==> config.mk <==
export PLATFORM = sky130hd
export DESIGN_NAME = run_supervisor
export DESIGN_NICKNAME = d
export VERILOG_FILES = /design/src/rtl/run_sup_pkg.sv /design/src/rtl/run_sup_timer.sv /design/src/rtl/run_sup_fsm.sv /design/src/rtl/run_supervisor.sv
export SDC_FILE = /design/constraint.sdc
export NUM_CORES = 1
export LEC_CHECK = 0
export ABC_CLOCK_PERIOD_IN_PS = 3500
export BUFFER_PORTS_ARGS = -buffer_cell sky130_fd_sc_hd__buf_2
export CORE_MARGIN = 4
export CORE_UTILIZATION = 55
export CTS_CLUSTER_DIAMETER = 60
export DETAILED_ROUTE_END_ITERATION = 7
export PLACE_DENSITY = 0.82
export SLEW_MARGIN = 25
export SYNTH_ARGS = -nofsm -noshare
export SYNTH_HDL_FRONTEND = slang
export SYNTH_HIERARCHICAL = 1
export SYNTH_SLANG_ARGS = --single-unit
==> constraint.sdc <==
create_clock -name clk -period 3.5 [get_ports clk]
set_input_delay 0.35 -clock clk [delete_from_list [all_inputs] [get_ports clk]]
set_output_delay 0.35 -clock clk [all_outputs]
set_load 0.1 [all_outputs]
==> src/rtl/run_sup_pkg.sv <==
package run_sup_pkg;
    typedef enum logic [1:0] {
        ST_STANDBY = 2'd0,
        ST_STARTUP = 2'd1,
        ST_RUN     = 2'd2,
        ST_LOCKOFF = 2'd3
    } sup_state_t;
endpackage

==> src/rtl/run_sup_timer.sv <==
// Consecutive-cycle detector: hit is high in the LIMIT-th consecutive enabled cycle and after.
module run_sup_timer #(
    parameter int LIMIT = 4
) (
    input  logic clk,
    input  logic rst_n,
    input  logic en,
    output logic hit
);
    localparam int W = (LIMIT < 2) ? 1 : $clog2(LIMIT + 1);
    localparam logic [W-1:0] TOP = W'(LIMIT - 1);

    logic [W-1:0] cnt;

    always_ff @(posedge clk or negedge rst_n) begin
        if (!rst_n)          cnt <= '0;
        else if (!en)        cnt <= '0;
        else if (cnt != TOP) cnt <= cnt + 1'b1;
    end

    assign hit = en && (cnt == TOP);
endmodule

==> src/rtl/run_sup_fsm.sv <==
module run_sup_fsm
    import run_sup_pkg::*;
(
    input  logic       clk,
    input  logic       rst_n,
    input  logic       wake_hit,
    input  logic       low_hit,
    input  logic       lock_hit,
    input  logic       off_hit,
    input  logic       run_req,
    output sup_state_t state
);
    sup_state_t nxt;

    always_comb begin
        nxt = state;
        unique case (state)
            ST_STANDBY: if (wake_hit) nxt = ST_STARTUP;
            ST_STARTUP: begin
                if (low_hit)       nxt = ST_STANDBY;
                else if (lock_hit) nxt = ST_LOCKOFF;
                else if (run_req)  nxt = ST_RUN;
            end
            ST_RUN: begin
                if (low_hit)       nxt = ST_STANDBY;
                else if (lock_hit) nxt = ST_LOCKOFF;
            end
            ST_LOCKOFF: begin
                if (low_hit)       nxt = ST_STANDBY;
                else if (off_hit)  nxt = ST_STARTUP;
            end
            default:               nxt = ST_STANDBY;
        endcase
    end

    always_ff @(posedge clk or negedge rst_n) begin
        if (!rst_n) state <= ST_STANDBY;
        else        state <= nxt;
    end
endmodule

==> src/rtl/run_supervisor.sv <==
module run_supervisor
    import run_sup_pkg::*;
#(
    parameter int CLK_HZ   = 100_000_000,
    parameter int LOCK_CYC = 200_000,
    parameter int OFF_CYC  = 500_000
) (
    input  logic       clk,
    input  logic       rst_n,
    input  logic       pwm_lvl,
    input  logic       speed_edge,
    input  logic       run_req,
    output logic       drive_en,
    output logic       vref_en,
    output logic [1:0] state_code
);
    localparam int WAKE_CYC = CLK_HZ / 1_000_000;

    sup_state_t state;
    logic wake_hit, low_hit, lock_hit, off_hit;
    logic active;

    assign active = (state == ST_STARTUP) || (state == ST_RUN);

    run_sup_timer #(.LIMIT(WAKE_CYC + 1)) u_wake (
        .clk(clk), .rst_n(rst_n),
        .en(pwm_lvl && (state == ST_STANDBY)), .hit(wake_hit));

    run_sup_timer #(.LIMIT(OFF_CYC + 1)) u_low (
        .clk(clk), .rst_n(rst_n),
        .en(!pwm_lvl && (state != ST_STANDBY)), .hit(low_hit));

    run_sup_timer #(.LIMIT(LOCK_CYC)) u_lock (
        .clk(clk), .rst_n(rst_n),
        .en(active && !speed_edge), .hit(lock_hit));

    run_sup_timer #(.LIMIT(OFF_CYC)) u_off (
        .clk(clk), .rst_n(rst_n),
        .en(state == ST_LOCKOFF), .hit(off_hit));

    run_sup_fsm u_fsm (
        .clk(clk), .rst_n(rst_n),
        .wake_hit(wake_hit), .low_hit(low_hit),
        .lock_hit(lock_hit), .off_hit(off_hit),
        .run_req(run_req), .state(state));

    always_comb begin
        drive_en   = 1'b0;
        vref_en    = 1'b1;
        state_code = state;
        unique case (state)
            ST_STANDBY: vref_en  = 1'b0;
            ST_STARTUP: drive_en = 1'b1;
            ST_RUN:     drive_en = 1'b1;
            ST_LOCKOFF: drive_en = 1'b0;
            default:    vref_en  = 1'b0;
        endcase
    end
endmodule

==> reports/results.txt, run 1 <==
Setup tns final: 0 ns
Vias in the first global route: 2772
Die ar.: 0.008035 mm^2
Relative slew margins: 57.04%
Synthesized Nets: 397
Crit-path slowest cell: or4b_4
CP Class: flip-flop to flip-flop
Async S/R FF share, synth: 100.0%
Worst EP required: 3.77 ns
Worst hold slack: 0.4074 ns
Most common cell after layout, fill and taps aside: dfrtp_1
Post-layout util: 62.36%
Clk pin slew, worst setup/hold paths: 0.06 ns
Clock Sinks: 65
Vias/cell: 5.983
Initial antenna violation count: 0
Total design power: 1.458 mW
Leakage: 1.609 nW
Fillcell total: 495
Startpoint types: flip-flop
Crit end category: flip-flop
Setup Fix Bufs, Post-CTS: 0
First-pass GRT wire length: 12690 um
Multi-input logic area: 0.001947 mm^2
Max cap viols: 0
CP max stage delay: 0.57 ns
Largest net degree at the start of global routing: 54
Reg area: 0.001627 mm^2
Std cell rows: 29
Post-synthesis cell count: 383
Final Critical Period: 2.399 ns
CTS tree: done
Critical Path Fanout Max: 6
Area delta synth->final: 9.249%
Routed WL per cell: 15.00 um
Final-report hold violation count: 0
I/O Buffers: 8
Ports: 9
N_diodes: 0
Mapped Avg Cell Area: 9.572 um^2
Layout cells sized above 1: 11.22%
DRT iter0 DRCs: 171
Max Slew Vio Count: 0
Post-DP HPWL: 4934 um
Synthesis warning total: 6
Setup Skew: 0.007128 ns
Final WL: 7169 um
WP data arrival: 2.66 ns
Synthesized flop and latch total: 65
Inserted Clock Buffers: 9
Period utilisation layout: 68.53%
Core footprint: 0.006422 mm^2
Post-synth EDFFs: 0
FMAX: 416.9 MHz
DR vias: 2860
IR drop worst, VDD: 0.3279 mV
DIE WIDTH: 89.64 um
Slew at the pin closest to its max-slew limit: 0.6444 ns
Root buf cell: clkbuf_8
DRC viols: 0
Initial core utilization: 57.08%
Htree depth: 3
Count of final setup violators: 0
Post-DRT Antenna Nets: 0
Top delay family on crit path: simple AND/OR/NAND/NOR gates
Post-synthesis sequential area ratio: 44.37%
Run status: completed
Main synth FF type: dfrtp_1
Final nets: 411
RSZ-0062 raised after global routing: no
Worst path buffer plus inverter count: 0
TritonRoute pass-1 iters: 5
Global Route Usage Sum: 20.31%
PD cells: 363.9 mW/mm^2
Synth cell types: 60
Clock Latency Late Sink: 0.33 ns
Die Span Y: 89.64 um
Commonest cells after routing, fill and taps aside: dfrtp_1 (65), nand2_1 (41), nor2_1 (34), nand3_1 (26), mux2i_1 (16)
Critical-path cell list: or4b_4 -> nor4_4 -> nand2_2 -> nor2_1 -> and3b_1 -> o21ai_1 -> o311a_1
Synth Cell Area: 0.003666 mm^2
Max clock buf depth: 2
Final GP Congestion: 0.8457
HP Class: input pin to flip-flop
Overflow after GRT: 0
-- sequential cells by signal, indices dropped and copies added, names as in the netlist --
signal       count
u_wake/cnt       7
u_lock/cnt      18
u_fsm/state      2
u_off/cnt       19
u_low/cnt       19
-- cell families after synthesis --
group / Yosys count / share of synthesized area (%)
AOI/OAI and AO/OA: 49 / 8.498
xor gates and xnor gates: 24 / 5.734
adders and majority gates: 9 / 3.072
buffers and inverters: 23 / 2.526
DFF: 65 / 44.37
muxes: 16 / 4.369
and+or+nand+nor: 197 / 31.43
-- cell usage after synthesis (2+ instances only) --
| cell type | number | area, um^2 |
|---|---|---|
| dfrtp_1 | 65 | 1627 |
| a21boi_0 | 2 | 15.01 |
| nor2_1 | 34 | 127.6 |
| a21oi_1 | 13 | 65.06 |
| nand3_2 | 2 | 20.02 |
| nand4_1 | 10 | 62.56 |
| buf_2 | 2 | 10.01 |
| xor2_1 | 10 | 87.58 |
| nand2b_1 | 12 | 75.07 |
| nand2_1 | 41 | 153.9 |
| nand3_1 | 26 | 130.1 |
| and2_1 | 4 | 25.02 |
| o31ai_1 | 3 | 22.52 |
| ha_1 | 9 | 112.6 |
| xnor2_1 | 14 | 122.6 |
| nor4b_1 | 5 | 43.79 |
| or3_1 | 6 | 37.54 |
| nand4_4 | 2 | 42.54 |
| a31oi_1 | 6 | 37.54 |
| nor4_1 | 8 | 50.05 |
| clkbuf_1 | 5 | 18.77 |
| or4_1 | 3 | 22.52 |
| nand3b_1 | 2 | 15.01 |
| and3_1 | 6 | 37.54 |
| and4_1 | 5 | 43.79 |
| o21ai_0 | 13 | 65.06 |
| nor3_1 | 9 | 45.04 |
| inv_1 | 15 | 56.30 |
| mux2i_1 | 16 | 160.2 |
| or4b_1 | 2 | 20.02 |
| o211ai_1 | 2 | 15.01 |
| or3_2 | 2 | 15.01 |
| a211oi_2 | 2 | 25.02 |
-- report_power, final --
| part | internal, mW | leakage [nW] | switching, mW | total, mW |
|---|---|---|---|---|
| sequential | 0.754 | 0.906 | 0.00304 | 0.757 |
| clock | 0.402 | 0.112 | 0.270 | 0.672 |
| combinational | 0.00771 | 0.591 | 0.0212 | 0.0289 |
-- cell type report --
| type | count | area share [%] |
|---|---|---|
| Sequential cell | 65 | 40.61 |
| Clock inverter | 2 | 0.8747 |
| Tap cell | 77 | 2.405 |
| Inverter | 15 | 1.406 |
| Multi-Input combinational cell | 295 | 48.61 |
| Timing Repair Buffer | 11 | 1.624 |
| Clock buffer | 13 | 4.467 |
-- stage by stage --
| stage | instances | setup slack (ns) | cell area, um^2 |
|---|---|---|---|
| final | 478 | 1.101 | 4005 |
| after global routing | 478 | 0.9391 | 4005 |
| after CTS | 478 | 1.111 | 4005 |
| after detailed placement | 462 | 1.136 | 3781 |
| after global placement | 462 | 1.255 | 3781 |
| after floorplan | 383 | 0.1768 | 3666 |
-- layer usage --
layer | GRT usage (%) | part of all wire (%)
met5 | 0 | 0
met4 | 8.254 | 1.6
met3 | 3.923 | 3.3
met2 | 31.32 | 47
met1 | 28.32 | 48
-- worst register-to-register path: stages (launching register included) --
cell,delay [ns]
dfrtp_1,0.44
or4b_4,0.57
nor4_4,0.43
nand2_2,0.16
nor2_1,0.21
and3b_1,0.21
o21ai_1,0.13
o311a_1,0.18
-- worst paths after layout --
check,slack (ns),startpoint,endpoint,depth (start not counted)
max,1.10,u_lock/cnt[7]$_DFFE_PN0P_,u_fsm/state[0]$_DFFE_PN0P_,7
max reg2reg,1.10,u_lock/cnt[7]$_DFFE_PN0P_,u_fsm/state[0]$_DFFE_PN0P_,7
min,0.41,pwm_lvl,u_low/cnt[15]$_DFFE_PN0P_,4
max in group asynchronous,2.11,rst_n,u_low/cnt[1]$_DFFE_PN0P_,3
min in group asynchronous,0.44,rst_n,u_off/cnt[7]$_DFFE_PN0P_,2
min reg2reg,0.56,u_low/cnt[18]$_DFFE_PN0P_,u_low/cnt[18]$_DFFE_PN0P_,2
-- timing repair --
action,in CTS,in global routing
hold buffers,1,0
gates resized for setup,0,0
hold endpoints to repair,12,0
Note: power is estimated with default switching activity, not from simulation.
==> inputs of run 2 (changes only) <==
Settings changed: ABC_CLOCK_PERIOD_IN_PS 3500 to 2100, PLACE_DENSITY 0.82 to 0.84.
Clock period 3.5 ns to 2.1 ns, I/O delays scaled along.
==> reports/results.txt, run 2 (synthesis gave the netlist of run 1 again) <==
I/O Buffers: 8
First-pass GRT wire length: 12600 um
Clock Sinks: 65
Std cell rows: 29
Switch Pwr: 0.5293 mW
Global Route Usage Sum: 20.13%
Final-report hold violation count: 0
Post-DP HPWL: 4992 um
Run status: completed
CTS tree: done
Setup Skew: 0.008359 ns
Initial core utilization: 57.08%
Worst setup margin: 0.09900 ns
Vias in the first global route: 2811
Initial antenna violation count: 0
DIE WIDTH: 89.64 um
Routed WL per cell: 14.98 um
Worst Hold Depth: 4
Max Slew Vio Count: 0
Setup WS pre-CTS: 0.03359 ns
IR drop worst, VDD: 0.4971 mV
Area after DPL: 0.003911 mm^2
Ports: 9
Gate power share: 2.1%
Relative slew margins: 59.07%
PD cells: 607.0 mW/mm^2
Max clock buf depth: 2
WP data arrival: 2.28 ns
Switching part of the total power: 20.92%
Final Critical Period: 2.001 ns
Pint: 2.001 mW
Most common cell after layout, fill and taps aside: dfrtp_1
Clock power share: 48.1%
Worst R2R End: u_fsm/state[0]$_DFFE_PN0P_
Die Span Y: 89.64 um
Final WL: 7372 um
Final GP Congestion: 0.8317
Final nets: 424
Htree depth: 3
Largest net degree at the start of global routing: 48
Critical R2R Launch: u_lock/cnt[9]$_DFFE_PN0P_
Max cap viols: 0
Core footprint: 0.006422 mm^2
Critical Path Fanout Max: 3
CP Class: flip-flop to flip-flop
Root buf cell: clkbuf_8
DRC viols: 0
N_diodes: 0
Startpoint types: flip-flop
Worst hold slack: 0.1983 ns
Final Cell Area: 0.004169 mm^2
R2R Setup Slk: 0.1 ns
Count of final setup violators: 0
RSZ-0062 raised after global routing: no
Register-to-Register Path Depth: 7
DRT iter0 DRCs: 187
Die ar.: 0.008035 mm^2
Layout cells sized above 1: 16.39%
HP Class: input pin to flip-flop
Slew at the pin closest to its max-slew limit: 0.6084 ns
Crit end category: flip-flop
Area delta synth->final: 13.72%
Setup crit start: u_lock/cnt[9]$_DFFE_PN0P_
Period utilisation layout: 95.29%
Worst EP required: 2.38 ns
FMAX: 499.7 MHz
Vias/cell: 5.949
Post-DRT Antenna Nets: 0
Inserted Clock Buffers: 9
Biggest regs: u_low/cnt: 19 flops, u_off/cnt: 19 flops, u_lock/cnt: 18 flops
Overflow after GRT: 0
Leakage: 1.687 nW
TritonRoute pass-1 iters: 5
Min-delay src: pwm_lvl
Clk pin slew, worst setup/hold paths: 0.07 ns
DR vias: 2927
Commonest cells after routing, fill and taps aside: dfrtp_1 (63), nand2_1 (41), nor2_1 (33), nand3_1 (26), mux2i_1 (16)
Seq pwr share: 49.8%
Clock Latency Late Sink: 0.35 ns
Hold Path Sink: u_low/cnt[2]$_DFFE_PN0P_
[run 2: area by class of cell]
class | count | area [um^2]
clock buffers | 11 | 151.4
flip-flops and latches | 65 | 1634
fillers | 469 | 2253
well taps | 77 | 96.34
inverters | 15 | 56.30
clock inverters | 5 | 77.57
repair buffers | 24 | 175.2
multi-input cells | 295 | 1978
[run 2: through the flow]
stage	TNS (ns)	std cells	total power, mW	utilization, %
2_1_floorplan	-0.09408	383	1.299	-
3_3_place_gp	0	473	1.337	60.90
3_5_place_dp	0	473	1.338	60.90
4_1_cts	0	490	2.554	64.62
5_1_grt	0	492	2.614	64.91
6_report	0	492	2.531	64.91
[run 2: worst max-delay path, stage by stage, from the launching register on]
cell     delay (ns)
dfrtp_1        0.41
or4b_4         0.54
nor4_4         0.32
nand2_2        0.11
nor2_4         0.10
and3b_1        0.18
o21ai_1        0.12
o311a_1        0.16
[run 2: repair_timing]
item	4_1_cts	5_1_grt
endpoints found under the setup margin	0	1
endpoints found under the hold margin	18	0
gates resized for setup	0	1
setup buffers	0	2
hold buffers	1	0
[run 2: worst max-delay path by stage]
stage                                 end  slack, ns
2_1_floorplan  u_fsm/state[0]$_DFFE_PN0P_      -0.09
3_3_place_gp   u_fsm/state[0]$_DFFE_PN0P_       0.12
3_5_place_dp   u_fsm/state[0]$_DFFE_PN0P_       0.03
4_1_cts        u_fsm/state[0]$_DFFE_PN0P_       0.03
5_1_grt         u_lock/cnt[8]$_DFFE_PN0P_      0.004
6_report       u_fsm/state[0]$_DFFE_PN0P_        0.1
[run 2: power groups by stage]
stage	combinational, mW	sequential, mW	clock, mW
3_3_place_gp	0.0523	1.28	0
2_1_floorplan	0.0152	1.28	0
4_1_cts	0.0552	1.26	1.24
6_report	0.0529	1.26	1.22
3_5_place_dp	0.0534	1.28	0
5_1_grt	0.0624	1.26	1.29
[run 2: metal layers]
layer	up-vias	track usage (%)	part of all wire (%)
met5	-	0	0
met4	0	9.337	1.8
met3	15	3.011	3.9
met2	74	31.98	47
met1	1405	27.25	47
li1	1433	-	-
